### config.mk
export PLATFORM = sky130hd
export DESIGN_NAME = pscnt_top
export DESIGN_NICKNAME = d
export VERILOG_FILES = /design/src/rtl/pscnt_pkg.sv /design/src/rtl/pscnt_prescaler.sv /design/src/rtl/pscnt_core.sv /design/src/rtl/pscnt_flags.sv /design/src/rtl/pscnt_top.sv
export SDC_FILE = /design/constraint.sdc
export NUM_CORES = 1
export LEC_CHECK = 0
export CAP_MARGIN = 10
export CORE_ASPECT_RATIO = 1.75
export CORE_MARGIN = 4
export CORE_UTILIZATION = 60
export CTS_CLUSTER_DIAMETER = 50
export CTS_CLUSTER_SIZE = 14
export DETAILED_ROUTE_END_ITERATION = 7
export DONT_BUFFER_PORTS = 1
export MAX_ROUTING_LAYER = met4
export PLACE_DENSITY = 0.76
export SETUP_SLACK_MARGIN = 0.5
export SLEW_MARGIN = 20
export SYNTH_ARGS = -nofsm -noshare
export SYNTH_HDL_FRONTEND = slang
export SYNTH_SLANG_ARGS = --single-unit
### constraint.sdc
create_clock -name clk -period 3.1 [get_ports clk]
set_clock_uncertainty 0.15 [all_clocks]
set_input_delay 0.465 -clock clk [delete_from_list [all_inputs] [get_ports clk]]
set_output_delay 0.465 -clock clk [all_outputs]
set_load 0.005 [all_outputs]
### src/rtl/pscnt_pkg.sv
package pscnt_pkg;
   typedef enum logic {
      MODE_WIDE  = 1'b0,
      MODE_SPLIT = 1'b1
   } cnt_mode_e;

   localparam int FLAG_OVF  = 0;
   localparam int FLAG_CMP0 = 1;
   localparam int FLAG_CMP1 = 2;
   localparam int NUM_FLAGS = 3;
endpackage

### src/rtl/pscnt_prescaler.sv
module pscnt_prescaler #(
   parameter int PSC_W = 10,
   parameter int SEL_W = 4
) (
   input  logic             clk,
   input  logic             rst_n,
   input  logic             en,
   input  logic [SEL_W-1:0] sel,
   output logic             tick
);
   localparam logic [SEL_W-1:0] MAX_CODE = SEL_W'(PSC_W);

   if (PSC_W < 1 || (2 ** SEL_W) <= PSC_W) begin : g_bad_cfg
      $error("pscnt_prescaler: select width cannot encode every divide code");
   end

   logic [PSC_W-1:0] psc_q;
   logic [PSC_W-1:0] mask;
   logic [SEL_W-1:0] code_c;

   // codes above the prescaler width saturate at the widest divide
   assign code_c = (sel > MAX_CODE) ? MAX_CODE : sel;

   // low code_c bits of the mask are ones
   for (genvar i = 0; i < PSC_W; i++) begin : g_mask
      assign mask[i] = (code_c > SEL_W'(i));
   end

   assign tick = en && ((psc_q & mask) == mask);

   always_ff @(posedge clk or negedge rst_n) begin
      if (!rst_n)   psc_q <= '0;
      else if (!en) psc_q <= '0;
      else          psc_q <= psc_q + 1'b1;
   end

   // a fresh enable always starts from a cleared prescaler
   assert_psc_restart_R3: assert property (@(posedge clk) disable iff (!rst_n)
      $rose(en) |-> (psc_q == '0));
   // no tick is produced while disabled
   assert_no_idle_tick_R2: assert property (@(posedge clk) disable iff (!rst_n)
      !en |-> !tick);
endmodule

### src/rtl/pscnt_core.sv
module pscnt_core
   import pscnt_pkg::*;
#(
   parameter int CNT_W  = 32,
   parameter int HALF_W = 16
) (
   input  logic              clk,
   input  logic              rst_n,
   input  logic              tick,
   input  logic              mode,
   input  logic              clr_on_match,
   input  logic              load,
   input  logic [CNT_W-1:0]  load_val,
   input  logic [HALF_W-1:0] per,
   input  logic [CNT_W-1:0]  cmp0,
   input  logic [HALF_W-1:0] cmp1,
   output logic [CNT_W-1:0]  count,
   output logic              set_ovf,
   output logic              set_cmp0,
   output logic              set_cmp1
);
   localparam int               UP_W      = CNT_W - HALF_W;
   localparam logic [CNT_W-1:0] ALL_ONES  = {CNT_W{1'b1}};
   localparam logic [HALF_W-1:0] HALF_ONES = {HALF_W{1'b1}};

   if (HALF_W < 1 || HALF_W >= CNT_W) begin : g_bad_cfg
      $error("pscnt_core: split width must be below the full width");
   end

   cnt_mode_e         mode_e;
   logic              is_split;
   logic [CNT_W-1:0]  cnt_q, cnt_d;
   logic [HALF_W-1:0] lo;
   logic              hit_w0, hit_s0, hit_s1;

   assign mode_e   = cnt_mode_e'(mode);
   assign is_split = (mode_e == MODE_SPLIT);
   assign lo       = cnt_q[HALF_W-1:0];
   assign hit_w0   = (cnt_q == cmp0);
   assign hit_s0   = (lo == cmp0[HALF_W-1:0]);
   assign hit_s1   = (lo == cmp1);

   always_comb begin
      cnt_d    = cnt_q;
      set_ovf  = 1'b0;
      set_cmp0 = 1'b0;
      set_cmp1 = 1'b0;
      if (load) begin
         cnt_d = is_split ? {{UP_W{1'b0}}, load_val[HALF_W-1:0]} : load_val;
      end else if (tick) begin
         if (!is_split) begin
            set_cmp0 = hit_w0;
            if ((clr_on_match && hit_w0) || (cnt_q == ALL_ONES)) begin
               cnt_d   = '0;
               set_ovf = 1'b1;
            end else begin
               cnt_d = cnt_q + 1'b1;
            end
         end else begin
            set_cmp0 = hit_s0;
            set_cmp1 = hit_s1;
            if ((lo == per) || (lo == HALF_ONES)) begin
               cnt_d   = '0;
               set_ovf = 1'b1;
            end else begin
               cnt_d = {{UP_W{1'b0}}, lo + 1'b1};
            end
         end
      end
   end

   always_ff @(posedge clk or negedge rst_n) begin
      if (!rst_n) cnt_q <= '0;
      else        cnt_q <= cnt_d;
   end

   assign count = is_split ? {{UP_W{1'b0}}, lo} : cnt_q;

   // the count only moves on a tick or a load
   assert_hold_no_tick_R2: assert property (@(posedge clk) disable iff (!rst_n)
      (!tick && !load) |=> $stable(cnt_q));
   // a wide-layout load lands on the next edge
   assert_load_wide_R9: assert property (@(posedge clk) disable iff (!rst_n)
      (load && !is_split) |=> (cnt_q == $past(load_val)));
   // a load suppresses every flag event
   assert_load_no_set_R9: assert property (@(posedge clk) disable iff (!rst_n)
      load |-> !(set_ovf || set_cmp0 || set_cmp1));
endmodule

### src/rtl/pscnt_flags.sv
module pscnt_flags #(
   parameter int N = 3
) (
   input  logic         clk,
   input  logic         rst_n,
   input  logic [N-1:0] set,
   input  logic [N-1:0] clr,
   output logic [N-1:0] flags
);
   if (N < 1) begin : g_bad_cfg
      $error("pscnt_flags: at least one flag required");
   end

   for (genvar i = 0; i < N; i++) begin : g_flag
      always_ff @(posedge clk or negedge rst_n) begin
         if (!rst_n)      flags[i] <= 1'b0;
         else if (set[i]) flags[i] <= 1'b1;
         else if (clr[i]) flags[i] <= 1'b0;
      end

      // a set event beats a clear in the same cycle
      assert_set_wins_R10: assert property (@(posedge clk) disable iff (!rst_n)
         set[i] |=> flags[i]);
      // a flag stays up until cleared
      assert_sticky_R10: assert property (@(posedge clk) disable iff (!rst_n)
         (flags[i] && !clr[i]) |=> flags[i]);
      // a clear with no set drops the flag
      assert_clear_R10: assert property (@(posedge clk) disable iff (!rst_n)
         (clr[i] && !set[i]) |=> !flags[i]);
   end
endmodule

### src/rtl/pscnt_top.sv
module pscnt_top
   import pscnt_pkg::*;
#(
   parameter int CNT_W  = 32,
   parameter int HALF_W = 16,
   parameter int PSC_W  = 10,
   parameter int SEL_W  = 4
) (
   input  logic              clk,
   input  logic              rst_n,
   input  logic              en,
   input  logic              mode,
   input  logic [SEL_W-1:0]  psc_sel,
   input  logic              clr_on_match,
   input  logic              cnt_load,
   input  logic [CNT_W-1:0]  cnt_load_val,
   input  logic [HALF_W-1:0] per_val,
   input  logic [CNT_W-1:0]  cmp0_val,
   input  logic [HALF_W-1:0] cmp1_val,
   input  logic              ovf_clr,
   input  logic              cmp0_clr,
   input  logic              cmp1_clr,
   output logic [CNT_W-1:0]  count,
   output logic              ovf_flag,
   output logic              cmp0_flag,
   output logic              cmp1_flag
);
   localparam logic [CNT_W-1:0]  ALL_ONES = {CNT_W{1'b1}};
   localparam logic [HALF_W-1:0] HALF_Z   = '0;

   logic                 tick;
   logic [NUM_FLAGS-1:0] set_v, clr_v, flag_v;

   pscnt_prescaler #(.PSC_W(PSC_W), .SEL_W(SEL_W)) u_psc (
      .clk   (clk),
      .rst_n (rst_n),
      .en    (en),
      .sel   (psc_sel),
      .tick  (tick)
   );

   pscnt_core #(.CNT_W(CNT_W), .HALF_W(HALF_W)) u_core (
      .clk          (clk),
      .rst_n        (rst_n),
      .tick         (tick),
      .mode         (mode),
      .clr_on_match (clr_on_match),
      .load         (cnt_load),
      .load_val     (cnt_load_val),
      .per          (per_val),
      .cmp0         (cmp0_val),
      .cmp1         (cmp1_val),
      .count        (count),
      .set_ovf      (set_v[FLAG_OVF]),
      .set_cmp0     (set_v[FLAG_CMP0]),
      .set_cmp1     (set_v[FLAG_CMP1])
   );

   assign clr_v[FLAG_OVF]  = ovf_clr;
   assign clr_v[FLAG_CMP0] = cmp0_clr;
   assign clr_v[FLAG_CMP1] = cmp1_clr;

   pscnt_flags #(.N(NUM_FLAGS)) u_flags (
      .clk   (clk),
      .rst_n (rst_n),
      .set   (set_v),
      .clr   (clr_v),
      .flags (flag_v)
   );

   assign ovf_flag  = flag_v[FLAG_OVF];
   assign cmp0_flag = flag_v[FLAG_CMP0];
   assign cmp1_flag = flag_v[FLAG_CMP1];

   // full-width wrap lands on zero with overflow raised
   assert_wide_wrap_R4: assert property (@(posedge clk) disable iff (!rst_n)
      (tick && !cnt_load && mode == MODE_WIDE && count == ALL_ONES)
      |=> (count == '0 && ovf_flag));
   // a wide match raises compare flag 0 at the departing tick
   assert_cmp_next_tick_R5: assert property (@(posedge clk) disable iff (!rst_n)
      (tick && !cnt_load && mode == MODE_WIDE && count == cmp0_val) |=> cmp0_flag);
   // clear-on-match raises both flags together and restarts at zero
   assert_clr_match_R6: assert property (@(posedge clk) disable iff (!rst_n)
      (tick && !cnt_load && mode == MODE_WIDE && clr_on_match && count == cmp0_val)
      |=> (count == '0 && ovf_flag && cmp0_flag));
   // split layout wraps at the period
   assert_split_wrap_R7: assert property (@(posedge clk) disable iff (!rst_n)
      (tick && !cnt_load && mode == MODE_SPLIT && count[HALF_W-1:0] == per_val)
      |=> (count[HALF_W-1:0] == HALF_Z && ovf_flag));
   // the second compare is silent in the wide layout
   assert_cmp1_wide_quiet_R8: assert property (@(posedge clk) disable iff (!rst_n)
      (mode == MODE_WIDE && !cmp1_flag) |=> !cmp1_flag);
endmodule

==> flow_summary_export.csv <==
group,metric,value,unit
run,drv_cap,0,
place,dpl_cell_area,3650,µm²
clocking,cts_tree,"yes",
sta,worst_slack,0.445,ns
sta,period_share,85.6,%
routing,viasPerCell,6.53,
floorplanning,die_y,112,µm
logic_synthesis,ys_async_sr_fraction,100,%
critical_path,arrival,2.73,ns
logic_synthesis,yosysTopAreaCellShare,30.3,%
routing,wl_per_cell,21.9,µm
floorplanning,initial_core_util,62.6,%
clocking,cts_max_path_buffers,2,
grt,grt_max_degree,46,
power_and_ir_drop,powerDensity,355,nW/µm²
critical_path,cp.required,3.18,ns
grt,grt_antenna_before_repair,0,
place,portBuffers,0,
logic_synthesis,yosysWarnings,0,
critical_path,r2r_cells,9,
critical_path,r2r_end,"u_core.cnt_q[22]$_DFFE_PN0P_",
critical_path,crit_fanout,8,
critical_path,reg2reg_slack,0.45,ns
routing,drt_wl_total,11200,µm
logic_synthesis,syn_area,3710,µm²
critical_path,end_kind,"flip-flop",
sta,slew-limit-headroom,53.5,%
cells_and_area,area_growth,12.9,%
routing,drc,0,
place,routabilityCongestion,0.863,
cells_and_area,final_cell_mix,"53 x xnor2_1, 30 x nand2_1, 29 x dfrtp_1",
logic_synthesis,synth_edf_count,0,
place,post-place-ws,0.200,ns
logic_synthesis,synth_cell_types,45,
cells_and_area,final_common_cell,"xnor2_1",
floorplanning,core_area,5930,µm²
worst_hold_path,whs_endpoint,"u_flags.flags[1]$_DFFE_PN0P_",
clocking,clock_latency,0.30,ns
floorplanning,die_w,67.5,µm
worst_hold_path,min_path_type,"primary input to flip-flop",
cells_and_area,fin_cells,511,
logic_synthesis,avgSynthCellArea,8.43,µm²
logic_synthesis,syn_nets,551,
sta,max_clock_freq,377,MHz
logic_synthesis,ys_seq_area_share,30.3,%
routing,dr_total_vias,3338,
logic_synthesis,synth_seq_cells,45,
place,placed_cells,485,
place,dpl.hpwl,8250,µm
sta,worst_pin_slew,0.695,ns
sta,tns,0,ns
clocking,clock-sinks,45,
grt,grt_pass1_wl,16200,µm
clocking,h-tree-depth,2,
grt,grt_pass1_vias,3362,
cells_and_area,nNetsFinal,543,
floorplanning,core.rowCount,37,
outcome,outcome,"finished, final reports clean",
cells_and_area,diodes,0,
logic_synthesis,synth-main-ff-cell,"dfrtp_1",
power_and_ir_drop,ir_worst_vdd,0.286,mV
grt,grt_overflow,0,
sta,setup_violations,0,
floorplanning,io_pins,144,
critical_path,cp-start-kind,"flip-flop",
worst_hold_path,whs_path_depth,1,
sta,maxSlewViolCount,0,
power_and_ir_drop,power,0.00149,W
clocking,cts-buffers-inserted,5,
sta,fin_crit,2.65,ns
clocking,clk_pin_slew_worst_paths,0.09,ns
power_and_ir_drop,power_leakage,1.56,nW
sta,finalHoldViolations,0,
routing,firstDrtPassIters,5,
routing,antenna_left,0,
routing,drt_iter0_drc,167,
critical_path,worstReg2RegStart,"u_core.cnt_q[11]$_DFFE_PN0P_",
critical_path,crit_type,"flip-flop to flip-flop",
logic_synthesis,synth_cells,440,
cells_and_area,fin_area,4190,µm²
worst_hold_path,min-delay-start,"cmp0_clr",
cells_and_area,final_layout_size_suffix_gt1_share,22.2,%
sta,rsz0062_at_grt,"true",
grt,track_usage,28.8,%
logic_synthesis,synthTopCellsByArea,"dfrtp_1 30%, xnor2_1 14%, xor2_1 5.4%",
logic_synthesis,yosys.area.top_type,"dfrtp_1",
floorplanning,die_area,7560,µm²
clocking,cts_root_buf,"clkbuf_8",
state kept, by name, indices dropped and copies added, names as in the netlist:
name / cells
u_core.cnt_q: 32
u_psc.psc_q: 10
u_flags.flags: 3
worst max-delay path, cell delays in order (launching register included):
cell and delay (ns):
dfrtp_1 0.39, buf_4 0.18, xnor2_1 0.14, nand4_1 0.19
nor4_4 0.08, a31o_2 0.23, or4_4 0.56, buf_12 0.16
or4_4 0.41, o211ai_2 0.08
logic make-up after synthesis:
| logic type | after synthesis | synth area share [%] |
|---|---|---|
| AND/OR/NAND/NOR | 179 | 27.7 |
| adder cells (fa/ha/maj) | 2 | 0.674 |
| buffers and inverters | 57 | 8.26 |
| XOR/XNOR | 82 | 19.4 |
| flip-flops | 45 | 30.3 |
| AO/OA/AOI/OAI | 75 | 13.6 |
metal layers:
layer  global-route usage, %  share of wire, %  wire length (µm)
met5                       -                 0                 0
met3                    5.71               8.9               998
met4                    9.89               2.7               300
met2                    52.8                55              6190
met1                    29.2                33              3700
through the flow:
stage | hold WS (ns) | util (%)
after floorplan | 0.0194 | -
after global placement | 0.0213 | 61.6
after detailed placement | 0.0208 | 61.6
after CTS | 0.0954 | 65.0
after global routing | 0.109 | 70.7
final | 0.110 | 70.7
what timing repair did:
| action | 4_1_cts | 5_1_grt |
|---|---|---|
| cloned | 0 | 2 |
| hold buffers | 2 | 0 |
| setup buffers | 1 | 13 |
| gates resized for setup | 19 | 49 |
| pin swaps | 0 | 11 |
| hold endpoints to repair | 45 | 0 |
| setup endpoints to repair | 25 | 21 |
how the worst max path moves through the flow:
stage | from | to | slack (ns) | depth (start not counted)
after global placement | u_core.cnt_q[3]$_DFFE_PN0P_ | u_core.cnt_q[21]$_DFFE_PN0P_ | 0.26 | 9
after detailed placement | u_core.cnt_q[3]$_DFFE_PN0P_ | u_core.cnt_q[23]$_DFFE_PN0P_ | 0.20 | 9
after CTS | u_core.cnt_q[3]$_DFFE_PN0P_ | u_core.cnt_q[22]$_DFFE_PN0P_ | 0.45 | 9
after global routing | u_core.cnt_q[11]$_DFFE_PN0P_ | u_core.cnt_q[21]$_DFFE_PN0P_ | 0.40 | 10
final | u_core.cnt_q[11]$_DFFE_PN0P_ | u_core.cnt_q[22]$_DFFE_PN0P_ | 0.45 | 9
after floorplan | u_core.cnt_q[0]$_DFFE_PN0P_ | u_core.cnt_q[20]$_DFFE_PN0P_ | 0.57 | 10
synthesized netlist by cell type, drive strengths merged, types with 2 or more instances:
master and number:
or2 4, a22oi 6, nor2 17, a221o 9, o211a 2, and2 10
or3 5, nand2b 5, dfrtp 45, nor4 12, nand4 24, a21boi 4
clkbuf 12, and3 7, nor3b 8, nor2b 20, and4 4, nor4b 2
o211ai 4, xor2 23, inv 8, xnor2 59, nand3 17, nor3 8
o21ai 31, nand2 31, buf 37, ha 2, o21bai 3, a21oi 8
o31ai 4, or4 4, a21o 2
area by class of cell:
type / count / area, µm²
clock buffer: 6 / 82.6
clock inverter: 2 / 16.3
fill: 477 / 1740
sequential: 45 / 1150
tap: 78 / 97.6
multi-input combinational: 338 / 2480
timing repair buffer: 34 / 338
inverter: 8 / 30.0
where the power goes:
part,switching (W),internal (W)
clock,0.000218,0.000184
sequential,0.0000902,0.000632
combinational,0.000168,0.000197
total,0.000476,0.00101
Power figures use the tool's default switching activity.
